==> src/rtl/sbu_pkg.sv <==
package sbu_pkg;
  localparam int unsigned SW_W      = 8;
  localparam int unsigned BIT_CY    = 7;
  localparam int unsigned BIT_AC    = 6;
  localparam int unsigned BIT_F0    = 5;
  localparam int unsigned BIT_BK_HI = 4;
  localparam int unsigned BIT_BK_LO = 3;
  localparam int unsigned BIT_OV    = 2;
  localparam int unsigned BIT_UF    = 1;
  localparam int unsigned BIT_PAR   = 0;
  localparam int unsigned BANK_W    = BIT_BK_HI - BIT_BK_LO + 1;

  function automatic logic odd_ones(input logic [SW_W-1:0] v);
    return ^v;
  endfunction
endpackage

==> src/rtl/sbu_rst_sync.sv <==
module sbu_rst_sync #(
  parameter int unsigned STAGES = 2
) (
  input  logic clk,
  input  logic rst_n,
  output logic rst_sync_n
);
  logic [STAGES-1:0] chain_q;

  always_ff @(posedge clk or negedge rst_n) begin
    if (!rst_n) chain_q <= '0;
    else        chain_q <= {chain_q[STAGES-2:0], 1'b1};
  end

  assign rst_sync_n = chain_q[STAGES-1];
endmodule

==> src/rtl/sbu_status_reg.sv <==
module sbu_status_reg
  import sbu_pkg::*;
(
  input  logic              clk,
  input  logic              rst_n,
  input  logic [SW_W-1:0]   acc_i,
  input  logic              wr_en,
  input  logic [SW_W-1:0]   wr_data,
  input  logic              cy_upd,
  input  logic              cy_val,
  input  logic              ac_upd,
  input  logic              ac_val,
  input  logic              ov_upd,
  input  logic              ov_val,
  output logic [SW_W-1:0]   sw_o,
  output logic [BANK_W-1:0] bank_o
);
  logic [SW_W-1:1] flags_q;
  logic [SW_W-1:1] flags_d;
  logic            load_en;
  logic            par;

  always_comb begin
    flags_d = flags_q;
    if (wr_en)  flags_d = wr_data[SW_W-1:1];
    if (cy_upd) flags_d[BIT_CY] = cy_val;
    if (ac_upd) flags_d[BIT_AC] = ac_val;
    if (ov_upd) flags_d[BIT_OV] = ov_val;
    load_en = wr_en | cy_upd | ac_upd | ov_upd;
  end

  always_ff @(posedge clk or negedge rst_n) begin
    if (!rst_n)       flags_q <= '0;
    else if (load_en) flags_q <= flags_d;
  end

  assign par    = odd_ones(acc_i);
  assign sw_o   = {flags_q, par};
  assign bank_o = flags_q[BIT_BK_HI:BIT_BK_LO];

  AST_WR_LOADS_F0: assert property (@(posedge clk) disable iff (!rst_n)
    wr_en |=> sw_o[BIT_F0] == $past(wr_data[BIT_F0])) else $error("status write lost");
  AST_IDLE_HOLDS: assert property (@(posedge clk) disable iff (!rst_n)
    !(wr_en | cy_upd | ac_upd | ov_upd) |=> $stable(sw_o[SW_W-1:1])) else $error("status drifted");
  AST_CY_WINS: assert property (@(posedge clk) disable iff (!rst_n)
    cy_upd |=> sw_o[BIT_CY] == $past(cy_val)) else $error("carry strobe lost");
  AST_OV_WINS: assert property (@(posedge clk) disable iff (!rst_n)
    ov_upd |=> sw_o[BIT_OV] == $past(ov_val)) else $error("overflow strobe lost");
  AST_PAR_EVEN: assert property (@(posedge clk) disable iff (!rst_n)
    ($countones(acc_i) + int'(sw_o[BIT_PAR])) % 2 == 0) else $error("parity odd");
endmodule

==> src/rtl/sbu_bank_map.sv <==
module sbu_bank_map #(
  parameter int unsigned IDX_W  = 3,
  parameter int unsigned BANK_W = 2,
  parameter int unsigned ADDR_W = 8
) (
  input  logic [BANK_W-1:0] bank_i,
  input  logic [IDX_W-1:0]  idx_i,
  output logic [ADDR_W-1:0] addr_o
);
  localparam int unsigned PAD_W = ADDR_W - BANK_W - IDX_W;

  generate
    if (PAD_W == 0) begin : g_nopad
      assign addr_o = {bank_i, idx_i};
    end else begin : g_pad
      assign addr_o = {{PAD_W{1'b0}}, bank_i, idx_i};
    end
  endgenerate
endmodule

==> src/rtl/sbu_stack_ptr.sv <==
module sbu_stack_ptr #(
  parameter int unsigned   W      = 8,
  parameter logic [W-1:0]  SP_RST = 8'h07
) (
  input  logic         clk,
  input  logic         rst_n,
  input  logic         push,
  input  logic         pop,
  output logic [W-1:0] addr_o
);
  localparam logic [W-1:0] ONE = 1;

  logic [W-1:0] sp_q;
  logic [W-1:0] sp_d;
  logic [W-1:0] sp_inc;
  logic [W-1:0] sp_dec;
  logic         sp_en;

  always_comb begin
    sp_inc = sp_q + ONE;
    sp_dec = sp_q - ONE;
    sp_d   = sp_q;
    sp_en  = 1'b0;
    addr_o = sp_q;
    if (push) begin
      sp_d   = sp_inc;
      sp_en  = 1'b1;
      addr_o = sp_inc;
    end else if (pop) begin
      sp_d  = sp_dec;
      sp_en = 1'b1;
    end
  end

  always_ff @(posedge clk or negedge rst_n) begin
    if (!rst_n)     sp_q <= SP_RST;
    else if (sp_en) sp_q <= sp_d;
  end

  AST_PUSH_INC: assert property (@(posedge clk) disable iff (!rst_n)
    push |=> sp_q == $past(sp_q) + ONE) else $error("push did not increment");
  AST_POP_DEC: assert property (@(posedge clk) disable iff (!rst_n)
    (pop && !push) |=> sp_q == $past(sp_q) - ONE) else $error("pop did not decrement");
  AST_SP_HOLD: assert property (@(posedge clk) disable iff (!rst_n)
    (!push && !pop) |=> $stable(sp_q)) else $error("pointer moved when idle");
  AST_PUSH_PRIO: assert property (@(posedge clk) disable iff (!rst_n)
    (push && pop) |=> sp_q != $past(sp_q) - ONE) else $error("pop won over push");
endmodule

==> src/rtl/status_bank_unit.sv <==
module status_bank_unit
  import sbu_pkg::*;
#(
  parameter int unsigned  IDX_W  = 3,
  parameter int unsigned  ADDR_W = 8,
  parameter logic [7:0]   SP_RST = 8'h07
) (
  input  logic              clk,
  input  logic              rst_n,
  input  logic [SW_W-1:0]   acc_i,
  input  logic              sw_wr_en,
  input  logic [SW_W-1:0]   sw_wr_data,
  output logic [SW_W-1:0]   sw_rd_data,
  input  logic              cy_upd,
  input  logic              cy_val,
  input  logic              ac_upd,
  input  logic              ac_val,
  input  logic              ov_upd,
  input  logic              ov_val,
  input  logic [IDX_W-1:0]  reg_num,
  output logic [ADDR_W-1:0] reg_addr,
  input  logic              push_req,
  input  logic              pop_req,
  output logic [ADDR_W-1:0] stk_addr
);
  logic              rst_core_n;
  logic [BANK_W-1:0] bank;

  sbu_rst_sync #(.STAGES(2)) u_rst_sync (
    .clk        (clk),
    .rst_n      (rst_n),
    .rst_sync_n (rst_core_n)
  );

  sbu_status_reg u_status (
    .clk     (clk),
    .rst_n   (rst_core_n),
    .acc_i   (acc_i),
    .wr_en   (sw_wr_en),
    .wr_data (sw_wr_data),
    .cy_upd  (cy_upd),
    .cy_val  (cy_val),
    .ac_upd  (ac_upd),
    .ac_val  (ac_val),
    .ov_upd  (ov_upd),
    .ov_val  (ov_val),
    .sw_o    (sw_rd_data),
    .bank_o  (bank)
  );

  sbu_bank_map #(.IDX_W(IDX_W), .BANK_W(BANK_W), .ADDR_W(ADDR_W)) u_bank (
    .bank_i (bank),
    .idx_i  (reg_num),
    .addr_o (reg_addr)
  );

  sbu_stack_ptr #(.W(ADDR_W), .SP_RST(SP_RST)) u_sp (
    .clk    (clk),
    .rst_n  (rst_core_n),
    .push   (push_req),
    .pop    (pop_req),
    .addr_o (stk_addr)
  );

  AST_BANK_WINDOW: assert property (@(posedge clk) disable iff (!rst_core_n)
    reg_addr[IDX_W+BANK_W-1:IDX_W] == sw_rd_data[BIT_BK_HI:BIT_BK_LO]) else $error("bank not applied");
endmodule

==> config.mk <==
export PLATFORM = sky130hd
export DESIGN_NAME = status_bank_unit
export DESIGN_NICKNAME = d
export VERILOG_FILES = /design/src/rtl/sbu_pkg.sv /design/src/rtl/sbu_rst_sync.sv /design/src/rtl/sbu_status_reg.sv /design/src/rtl/sbu_bank_map.sv /design/src/rtl/sbu_stack_ptr.sv /design/src/rtl/status_bank_unit.sv
export SDC_FILE = /design/constraint.sdc
export NUM_CORES = 1
export LEC_CHECK = 0
export CAP_MARGIN = 15
export CORE_MARGIN = 2
export CORE_UTILIZATION = 39
export CTS_CLUSTER_SIZE = 8
export DETAILED_ROUTE_END_ITERATION = 6
export PLACE_DENSITY = 0.88
export RECOVER_POWER = 100
export SKIP_LAST_GASP = 1
export SLEW_MARGIN = 15
export SYNTH_ARGS = -nofsm -noshare
export SYNTH_HDL_FRONTEND = slang
export SYNTH_SLANG_ARGS = --single-unit
==> constraint.sdc <==
create_clock -name clk -period 1.64 [get_ports clk]
set_clock_uncertainty 0.05 [all_clocks]
set_input_delay 0.246 -clock clk [delete_from_list [all_inputs] [get_ports clk]]
set_output_delay 0.246 -clock clk [all_outputs]
set_load 0.01 [all_outputs]
# Yosys cells after proc, flatten, opt, wreduce, memory -nomap -nowiden
# Cells that the tools add are included.
# word_totals
reg_bits,17
inputBits,30
output_inout_bits,24
# classes
addsub,2
muxes,9
bitwise_logic,3
reduce_logical,10
# ops
operator,count
two-way mux 8 bit,3
AND reduction 2 bit,5
"adder 8 x 1 -> 8 bit, second input constant",1
nonzero test 2 bit,4
parity 8 bit,1
"subtractor 8 x 1 -> 8 bit, second input constant",1
two-way mux 7 bit,1
two-way mux 1 bit,5
bitwise OR 1 bit,3

# Logic depth before layout (Yosys ltp)
# Gate-level depths: netlist of run 1.
# depth
word_depth,4
depth_mapped,5
depth_no_buf,5

# Modules after synthesis
# From an unflattened synthesis of run 1, not the netlist that was laid out.
# hier_totals
hier_cells,105
area_unflattened_um2,1062.3
# by_module_without_submodules
mod,n_inst,cells_each,area_each_um2,seq_area_each_um2
sbu_stack_ptr,1,62,579.3,203.9
sbu_status_reg,1,31,365.4,175.2
sbu_bank_map,1,9,63.8,0.0
sbu_rst_sync,1,3,53.8,50.0

# Worst setup path before layout of run 1
# Ideal clock, no wire load.
# synth_path
path_kind,reg-to-output
start,register u_sp.sp_q[1]
end,output stk_addr[6]
arrival_time_ns,1.374
slack_ns,-0.030
path_stages_with_launch,5
path_buffers,0
cell_sequence,dfstp_2 -> ha_1 -> and4_1 -> and3_1 -> xor2_1
# synth_via
elab_chain_cells,2
# synth_rtl
element,line_no,source
"start, declared",sbu_stack_ptr.sv:13,logic [W-1:0] sp_q;
"start signal, assigned",sbu_stack_ptr.sv:37,else if (sp_en) sp_q <= sp_d;
adder 8 x 1 -> 8 bit,sbu_stack_ptr.sv:20,sp_inc = sp_q + ONE;
two-way mux 8 bit,sbu_stack_ptr.sv:25,if (push) begin
"end, declared",status_bank_unit.sv:24,output logic [ADDR_W-1:0] stk_addr
# No other way between the ends.

# Final worst setup path of run 1
# Ends and elaborated chain as after synthesis.

==> flow_summary_export.csv, run 1 <==
group,metric,value,unit
setup_path,critical_path_depth,5,
setup_path,critPathMaxStageDelay,0.58,ns
clock_network,hold_buffers,0,
synth,synth-edff-count,0,
hold_path,holdCritPathClass,"input port to async pin",
clock_network,htreeDepth,1,
setup_path,crit_required,1.34,ns
sta,fin_ws,-0.3162,ns
synth,seq_area_frac_synth,0.4209,
final_layout,regArea,429.2,µm²
floorplanning,die_h,55.14,µm
placement,portBuffers,43,
setup_path,crit_family,"flip-flops",
pwr,p_int,1231,µW
sta,timing.final.crit_period,1.956,ns
sta,drv_slew,0,
synth,ys_ff_latch,17,
synth,synth_cells,100,
sta,slew-limit-headroom,0.6216,
synth,synthTopCellsByArea,"dfrtp_1 34%, xnor2_1 12%, dfstp_2 7.7%",
global_route,grt_util_all_layers,0.1609,
setup_path,slowest_stage,"dfstp_2",
global_route,grt_pass1_vias,876,
final_layout,diodes,0,
setup_path,crit_path_end,"stk_addr[6]",
clock_network,worstSkewPairLatency,0.27,ns
clock_network,cts_buffers,3,
setup_path,rr_worst_depth,7,
final_layout,syn_to_final_growth,64.54,%
global_route,grt_pass1_wl,3443,µm
placement,post_dp_cell_area,1529,µm²
global_route,grt_max_degree,16,
floorplanning,rows,18,
drt,viasPerCell,4.775,
synth,syn_area,1020,µm²
final_layout,drive_gt1_frac,0.3631,
synth,synth_top_cell_by_area,"dfrtp_1",
clock_network,clk_pin_slew_worst_paths,0.09,ns
floorplanning,ios,54,
clock_network,clockBufferDepth,2,
synth,yosys_warnings,0,
sta,setup_viol,8,
run_status,status,"finished with violations",
setup_path,critPathLaunchType,"flip-flop",
drt,vias,893,
setup_path,cp_num_buf_inv,1,
synth,synth_common_cells,"14 x dfrtp_1, 14 x xnor2_1, 9 x buf_4, 7 x nand2_1, 6 x o21ai_0",
pwr,clockPowerShare,0.111,
synth,synth_ff_type,"dfrtp_1",
setup_path,crit_path_start,"u_sp.sp_q[1]",
pwr,p_leak,0.0007990,µW
setup_path,critPathKind,"flip-flop to primary output",
global_route,antenna_found_initial,0,
clock_network,clock-sinks,17,
final_layout,fill_cells,205,
setup_path,path_max_fanout,2,
setup_path,ff2ff_setup_slack,0.10,ns
drt,drc,0,
pwr,ir_worst_vdd,0.0008178,V
sta,fmax,511.2,MHz
setup_path,worst_setup_path_end_kind,"primary output",
final_layout,nNetsFinal,192,
drt,finalWirelength,2454,µm
setup_path,arrival,1.66,ns
sta,period_share,1.193,
synth,synth.avg_cell_area,10.20,µm²
synth,synth_top_area_frac,0.3436,
floorplanning,start_util,0.4116,
setup_path,r2r-end,"u_sp.sp_q[1]",
drt,drtAntennaViolNets,0,
run,drv_cap,0,
drt,dr.pass1.iters,3,
placement,gp_congestion,0.8147,
final_layout,final_area,1678,µm²
placement,place_ws,-0.5243,ns
pwr,switching_share,0.3551,
global_route,grt.overflow.total,0,
synth,async_flop_share,1.000,
synth,synth.distinct_cells,27,
pwr,powerDensity,1138,nW/µm²
setup_path,worstReg2RegStart,"u_sp.sp_q[1]",
floorplanning,die_w,55.14,µm
sta,hold_viol_final,0,
drt,drt_iter0_markers,6,
pwr,comb_power_share,0.545,
floorplanning,design.core.area,2477,µm²
run_status,failed_checks,"setup timing",
clock_network,tritoncts,"yes",
drt,wl_per_cell,13.12,µm
setup_path,path_cells,"ha_4, and4_4, and3_4, xor2_2, buf_2",
placement,dp_hpwl,1840,µm
floorplanning,dieArea,3040,µm²
sta,rsz0062_at_grt,"true",
final_layout,multiInputGateArea,603.1,µm²
sta,tightest_slew,0.5675,ns
pwr,power.switching,677.9,µW
pwr,seq_power_share,0.344,
clock_network,clockRootBuffer,"clkbuf_4",
-- state kept, by name, indices dropped and copies added (netlist names) --
register / flops
u_sp.sp_q: 8
u_rst_sync.chain_q: 2
u_status.flags_q: 7
-- worst min-delay path by stage --
stage               cells after the start                   from  slack, ns                     to
finish                                  1                  rst_n       0.14  u_rst_sync.chain_q[0]
global route                            1                  rst_n       0.12  u_rst_sync.chain_q[0]
CTS                                     1                  rst_n       0.06  u_rst_sync.chain_q[0]
detailed placement                      0  u_rst_sync.chain_q[1]       0.21    u_status.flags_q[5]
global placement                        0  u_rst_sync.chain_q[1]       0.21    u_status.flags_q[7]
floorplan                               0                  rst_n       -0.1  u_rst_sync.chain_q[0]
-- power groups by stage --
stage / clock network (µW) / registers [µW] / logic, µW
finish: 212 / 657 / 1040
global route: 243 / 674 / 1130
CTS: 222 / 650 / 958
detailed placement: 0 / 644 / 995
global placement: 0 / 641 / 969
floorplan: 0 / 661 / 471
-- per-layer routing --
metal  wire length, µm  share of wire  GRT usage
met5                 0              0          0
met3               231          0.094    0.04570
met1               869           0.35     0.1579
met2              1301           0.53     0.3075
met4                51          0.021    0.07317
-- repair_timing --
action                     in CTS  in global routing
setup endpoints to repair       9                 11
pin swaps                      16                  4
resized for setup              52                 13
buffers inserted                4                  2
-- cell families (layout without fill, tap and decap cells) --
kind of cell	Yosys count	count (layout)	share of synthesized area
AND/OR/NAND/NOR	24	24	0.1264
XOR/XNOR	19	19	0.1632
flip-flops	17	17	0.4209
buffers and inverters	16	71	0.1006
AO/OA/AOI/OAI	11	11	0.05890
multiplexers	7	7	0.07362
adder cells (fa/ha/maj)	4	4	0.04908
other	2	4	0.007365
-- through the flow --
| step | util | std cells | hold WS (ns) | TNS [ns] | total power [µW] |
|---|---|---|---|---|---|
| 6_report | 0.6773 | 187 | 0.1405 | -1.820 | 1909 |
| 5_1_grt | 0.6773 | 187 | 0.1245 | -2.521 | 2044 |
| 4_1_cts | 0.6434 | 185 | 0.06395 | -1.829 | 1831 |
| 3_5_place_dp | 0.6172 | 177 | 0.2074 | -4.892 | 1639 |
| 3_3_place_gp | 0.6172 | 177 | 0.2060 | -4.530 | 1611 |
| 2_1_floorplan | - | 102 | -0.09959 | 0 | 1132 |
-- layout make-up --
| cell class | count | share of cell area |
|---|---|---|
| clock buffer | 4 | 0.01566 |
| inverter | 3 | 0.008203 |
| multi-input combinational | 69 | 0.3594 |
| tap | 30 | 0.02237 |
| sequential | 17 | 0.2558 |
| timing repair buffer | 64 | 0.3386 |
-- cells in the final DEF (no fill, tap or decap), types with 3 or more instances in the layout --
cell	instances
clkbuf_4	3
ha_4	3
dfrtp_1	14
dlygate4sd3_1	9
clkdlybuf4s50_1	17
conb_1	4
mux2i_1	3
dfstp_2	3
dlygate4sd2_1	4
buf_6	5
buf_4	17
xnor2_2	6
buf_2	7
dlymetal6s2s_1	4
o21ai_0	6
xor2_1	4
nor2_1	4
xnor2_1	8
nand2_1	6
mux2_2	4
(Power assumes the default switching activity.)
==> run 2: changes to the inputs <==
--- a/config.mk
+++ b/config.mk
@@ -11,7 +11,6 @@
 export CTS_CLUSTER_SIZE = 8
 export DETAILED_ROUTE_END_ITERATION = 6
 export PLACE_DENSITY = 0.88
-export RECOVER_POWER = 100
 export SKIP_LAST_GASP = 1
 export SLEW_MARGIN = 15
 export SYNTH_ARGS = -nofsm -noshare
==> constraint.sdc (replaced) <==
create_clock -name clk -period 2.2 [get_ports clk]
set_clock_uncertainty 0.05 [all_clocks]
set_input_delay 0.33 -clock clk [delete_from_list [all_inputs] [get_ports clk]]
set_output_delay 0.33 -clock clk [all_outputs]
set_load 0.01 [all_outputs]
==> run 2 against run 1 <==
Net effect:
- the flow now finishes without violations
- critical path depth did not move
- total power fell by 37%
- non-clock buffer count down 13
- wire length is 13% lower
- critical endpoint unchanged
- highest routed layer unchanged
==> flow_summary_export.csv, run 2 (synthesis gave the netlist of run 1 again) <==
group,metric,value,unit
pwr,ir_worst_vdd,0.0005527,V
sta,fin_ws,0.09516,ns
pwr,fin_total_pwr,1207,µW
final_layout,largest_register_ffs,8,
clock_network,tritoncts,"yes",
floorplanning,start_util,0.4116,
clock_network,clock-sinks,17,
final_layout,syn_to_final_growth,44.05,%
global_route,grt_pass1_wl,3256,µm
final_layout,drive_gt1_frac,0.1806,
sta,timing.final.crit_period,2.105,ns
pwr,powerDensity,822.0,nW/µm²
global_route,grt_max_degree,16,
global_route,antenna_found_initial,0,
floorplanning,die_w,55.14,µm
placement,portBuffers,43,
setup_path,crit_required,1.82,ns
clock_network,clockRootBuffer,"clkbuf_4",
run,drv_cap,0,
run_status,status,"complete, no violations",
floorplanning,ios,54,
setup_path,critPathKind,"flip-flop to primary output",
sta,slew-limit-headroom,0.6294,
pwr,p_leak,0.0006478,µW
final_layout,nNetsFinal,179,
floorplanning,die_h,55.14,µm
final_layout,final_common_cell,"clkdlybuf4s50_1",
setup_path,path_max_fanout,2,
sta,tightest_slew,0.5558,ns
placement,post_dp_cell_area,1456,µm²
setup_path,rr_worst_depth,5,
sta,hold_viol_final,0,
floorplanning,dieArea,3040,µm²
final_layout,final_area,1469,µm²
drt,dr.pass1.iters,3,
global_route,grt_util_all_layers,0.1536,
drt,viasPerCell,4.753,
final_layout,regMostFlops,"u_sp.sp_q",
drt,drtAntennaViolNets,0,
placement,dp_hpwl,1771,µm
drt,wl_per_cell,12.31,µm
final_layout,diodes,0,
sta,whs,0.1588,ns
clock_network,clockBufferDepth,2,
clock_network,worstSkewPairLatency,0.27,ns
sta,setup_viol,0,
setup_path,arrival,1.72,ns
sta,fmax,475.1,MHz
global_route,grt_pass1_vias,788,
final_layout,utilization,0.5929,
clock_network,htreeDepth,1,
placement,gp_congestion,0.7925,
setup_path,critPathLaunchType,"flip-flop",
drt,vias,827,
placement,place_ws,-0.1720,ns
drt,drc,0,
floorplanning,rows,18,
sta,rsz0062_at_grt,"true",
drt,finalWirelength,2142,µm
drt,drt_iter0_markers,1,
clock_network,cts_buffers,3,
clock_network,clk_pin_slew_worst_paths,0.08,ns
setup_path,worst_setup_path_end_kind,"primary output",
sta,period_share,0.9567,
final_layout,layout_common_cells,"34 x clkdlybuf4s50_1, 14 x xnor2_1, 14 x dfrtp_1, 8 x buf_4, 7 x nand2_1",
sta,drv_slew,0,
global_route,grt.overflow.total,0,
final_layout,top_regs,"u_sp.sp_q (8), u_status.flags_q (7), u_rst_sync.chain_q (2)",
floorplanning,design.core.area,2477,µm²
hold_path,holdCritPathClass,"input port to async pin",
run 2: cell types whose count changed in the layout (fill, tap and decap cells not counted), sizes merged:
cell / delta
clkdlybuf4s15: +2
clkdlybuf4s50: +17
buf: -21
dlymetal6s2s: -4
clkbuf: +3
dlygate4sd3: -9
dlygate4sd2: -1
run 2: what timing repair did:
item,in CTS,in global routing
resized for setup,11,10
setup buffers,0,1
hold buffers,0,0
setup endpoints to repair,9,6
pin swaps,0,2
run 2: metrics by stage:
| stage | std cells | TNS [ns] |
|---|---|---|
| detailed placement | 169 | -0.5250 |
| floorplan | 102 | 0 |
| global placement | 169 | -0.3432 |
| CTS | 173 | -0.05212 |
| finish | 174 | 0 |
| global route | 174 | -0.02032 |
run 2: worst paths after layout:
kind,from,end,slack [ns]
setup / recovery,u_sp.sp_q[0],stk_addr[6],0.1
hold / removal,rst_n,u_rst_sync.chain_q[0],0.16
setup reg to reg,u_sp.sp_q[0],u_sp.sp_q[6],0.69
hold reg to reg,u_rst_sync.chain_q[1],u_status.flags_q[5],0.18
max in group asynchronous,u_rst_sync.chain_q[1],u_sp.sp_q[1],1.55
min in group clk,u_rst_sync.chain_q[0],u_rst_sync.chain_q[1],0.31
run 2: worst max-delay path, stage by stage, from the launching register on:
cell and delay (ns):
dfstp_2 0.54, ha_1 0.16, and4_1 0.21, and3_1 0.22, xor2_1 0.17, clkbuf_2 0.15
run 2: final cells by class:
| class | count | area (µm²) |
|---|---|---|
| repair buffers | 51 | 466.7 |
| inverters | 3 | 11.26 |
| well taps | 30 | 37.54 |
| multi-input cells | 69 | 498.0 |
| flip-flops and latches | 17 | 429.2 |
| fillers | 228 | 1008 |
| clock buffers | 4 | 26.28 |
run 2: metal layers:
metal / vias up / global-route usage / share of wire
met5: - / 0 / 0
met4: 0 / 0.06098 / 0.0061
met3: 2 / 0.04301 / 0.12
met2: 41 / 0.2897 / 0.50
met1: 378 / 0.1582 / 0.37
li1: 406 / - / -
run 2: power breakdown:
part	switching, µW	internal, µW
combinational	230	298
sequential	119	408
clock	83.0	70.2
==> run 3: changes to the inputs <==
--- a/config.mk
+++ b/config.mk
@@ -6,11 +6,13 @@
 export NUM_CORES = 1
 export LEC_CHECK = 0
 export CAP_MARGIN = 15
+export CELL_PAD_IN_SITES_DETAIL_PLACEMENT = 0
+export CELL_PAD_IN_SITES_GLOBAL_PLACEMENT = 1
 export CORE_MARGIN = 2
-export CORE_UTILIZATION = 39
+export CORE_UTILIZATION = 28
 export CTS_CLUSTER_SIZE = 8
 export DETAILED_ROUTE_END_ITERATION = 6
-export PLACE_DENSITY = 0.88
+export PLACE_DENSITY = 0.87
 export SKIP_LAST_GASP = 1
 export SLEW_MARGIN = 15
 export SYNTH_ARGS = -nofsm -noshare
==> run 3 against run 2 <==
Net effect:
- sequential share of layout area decreased by 0.15 points
- fmax increased by 0.45%
- critical path type unchanged
- via count decreased by 1.9%
- global-route usage decreased by 4.9 points
- critical path depth unchanged
- sequential power decreased by 2%
- die area increased by 36%
- largest cell class unchanged
- sequential cell count unchanged
- register-to-register slack got worse by 0.02 ns
- highest routed layer unchanged
- core utilization decreased by 16 points
==> flow_summary_export.csv, run 3 (synthesis gave the netlist of run 1 again) <==
group,metric,value,unit
run_status,status,"complete, no violations",
setup_path,arrival,1.72,ns
final_layout,top_regs,"u_sp.sp_q (8), u_status.flags_q (7), u_rst_sync.chain_q (2)",
placement,post_dp_cell_area,1469,µm²
clock_network,clockBufferDepth,2,
clock_network,worstSkewPairLatency,0.29,ns
final_layout,syn_to_final_growth,44.79,%
drt,wl_per_cell,11.42,µm
setup_path,path_max_fanout,2,
placement,portBuffers,43,
setup_path,cp_num_buf_inv,1,
final_layout,diodes,0,
clock_network,cts_buffers,3,
setup_path,slowest_stage,"dfstp_2",
floorplanning,design.core.area,3416,µm²
sta,drv_slew,0,
sta,fin_ws,0.1045,ns
placement,placed_cells,184,
global_route,grt_pass1_vias,793,
final_layout,final_common_cell,"clkdlybuf4s50_1",
pwr,p_leak,0.0006459,µW
drt,drtAntennaViolNets,0,
sta,setup_viol,0,
floorplanning,die_w,64.35,µm
global_route,grt_util_all_layers,0.1049,
pwr,powerDensity,823.6,nW/µm²
setup_path,rr_worst_depth,6,
global_route,antenna_found_initial,0,
floorplanning,start_util,0.2985,
setup_path,crit_family,"flip-flops",
final_layout,regMostFlops,"u_sp.sp_q",
hold_path,holdCritPathClass,"input port to async pin",
floorplanning,ios,54,
floorplanning,dieArea,4141,µm²
sta,timing.final.crit_period,2.095,ns
final_layout,utilization,0.4322,
drt,drt_iter0_markers,13,
drt,viasPerCell,4.314,
clock_network,clockRootBuffer,"clkbuf_4",
final_layout,nNetsFinal,177,
global_route,grt_max_degree,16,
final_layout,fill_cells,347,
floorplanning,rows,21,
placement,dp_hpwl,1751,µm
final_layout,stdcell_count,188,
clock_network,tritoncts,"yes",
global_route,grt_pass1_wl,3408,µm
drt,finalWirelength,2147,µm
setup_path,critPathLaunchType,"flip-flop",
setup_path,r2r-end,"u_sp.sp_q[1]",
setup_path,ff2ff_setup_slack,0.67,ns
floorplanning,die_h,64.35,µm
setup_path,worstReg2RegStart,"u_sp.sp_q[0]",
final_layout,drive_gt1_frac,0.1690,
sta,hold_viol_final,0,
pwr,ir_worst_vdd,0.0003373,V
sta,period_share,0.9525,
clock_network,clock-sinks,17,
final_layout,final_area,1476,µm²
setup_path,worst_setup_path_end_kind,"primary output",
setup_path,critPathKind,"flip-flop to primary output",
setup_path,critPathMaxStageDelay,0.54,ns
final_layout,largest_register_ffs,8,
drt,drc,0,
placement,gp_congestion,0.8082,
clock_network,hold_buffers,0,
sta,tightest_slew,0.6201,ns
setup_path,path_cells,"ha_1, and4_1, and3_1, xor2_1, clkbuf_2",
clock_network,htreeDepth,1,
global_route,grt.overflow.total,0,
run,drv_cap,0,
clock_network,clk_pin_slew_worst_paths,0.10,ns
final_layout,layout_common_cells,"34 x clkdlybuf4s50_1, 14 x xnor2_1, 14 x dfrtp_1, 7 x nand2_1",
drt,vias,811,
placement,place_ws,-0.1698,ns
drt,dr.pass1.iters,4,
setup_path,crit_required,1.82,ns
sta,whs,0.1350,ns
sta,rsz0062_at_grt,"true",
sta,fmax,477.2,MHz
sta,slew-limit-headroom,0.5866,
-- run 3: changes by cell type in the layout (fill, tap and decap cells not counted), sizes merged --
cell / previous run / this run
buf: 8 / 6
dlymetal6s2s: 0 / 1
clkdlybuf4s15: 2 / 1
-- run 3: metrics by stage --
step	setup TNS [ns]	power [µW]
floorplan	0	835.5
global placement	-0.4514	1102
detailed placement	-0.5888	1121
CTS	-0.03571	1243
global route	-0.04708	1310
finish	0	1216
-- run 3: worst register-to-register path, delay by kind of cell, from the launching register on --
kind | cells | cell delay (ns)
AO/OA/AOI/OAI | 2 | 0.26
flip-flops | 1 | 0.54
adder cells (fa/ha/maj) | 1 | 0.32
buffers and inverters | 2 | 0.22
AND/OR/NAND/NOR | 1 | 0.06
-- run 3: report_power, final --
group	switching, µW	internal [µW]	leakage [µW]	total, µW
sequential	110	408	0.000199	518
combinational	229	299	0.000432	528
clock	99.3	70.5	0.0000150	170
-- run 3: cell type report --
cell class,instances,area (µm²),area share
Clock buffer,4,26.28,0.01780
Inverter,3,11.26,0.007627
Multi-Input combinational cell,69,498.0,0.3373
Sequential cell,17,429.2,0.2907
Tap cell,46,57.56,0.03898
Timing Repair Buffer,49,454.2,0.3076
-- run 3: how the worst max path moves through the flow --
stage,start,end,slack (ns),cells after the start
floorplan,u_sp.sp_q[1],stk_addr[6],0.45,4
global placement,push_req,stk_addr[6],-0.16,5
detailed placement,push_req,stk_addr[6],-0.17,5
CTS,u_sp.sp_q[0],stk_addr[6],-0.04,5
global route,u_sp.sp_q[0],stk_addr[6],-0.05,5
finish,u_sp.sp_q[0],stk_addr[6],0.10,5
-- run 3: repair_timing --
item	in CTS	in global routing
setup buffers	0	0
endpoints found under the setup margin	8	6
pin swaps	0	1
gates cloned	0	0
gates resized for setup	9	10
-- run 3: metal layers --
metal,up-vias,part of all wire,track usage
met3,4,0.079,0.02993
li1,405,-,-
met1,367,0.42,0.1169
met4,0,0.010,0.04255
met2,35,0.49,0.1862
met5,-,0,0
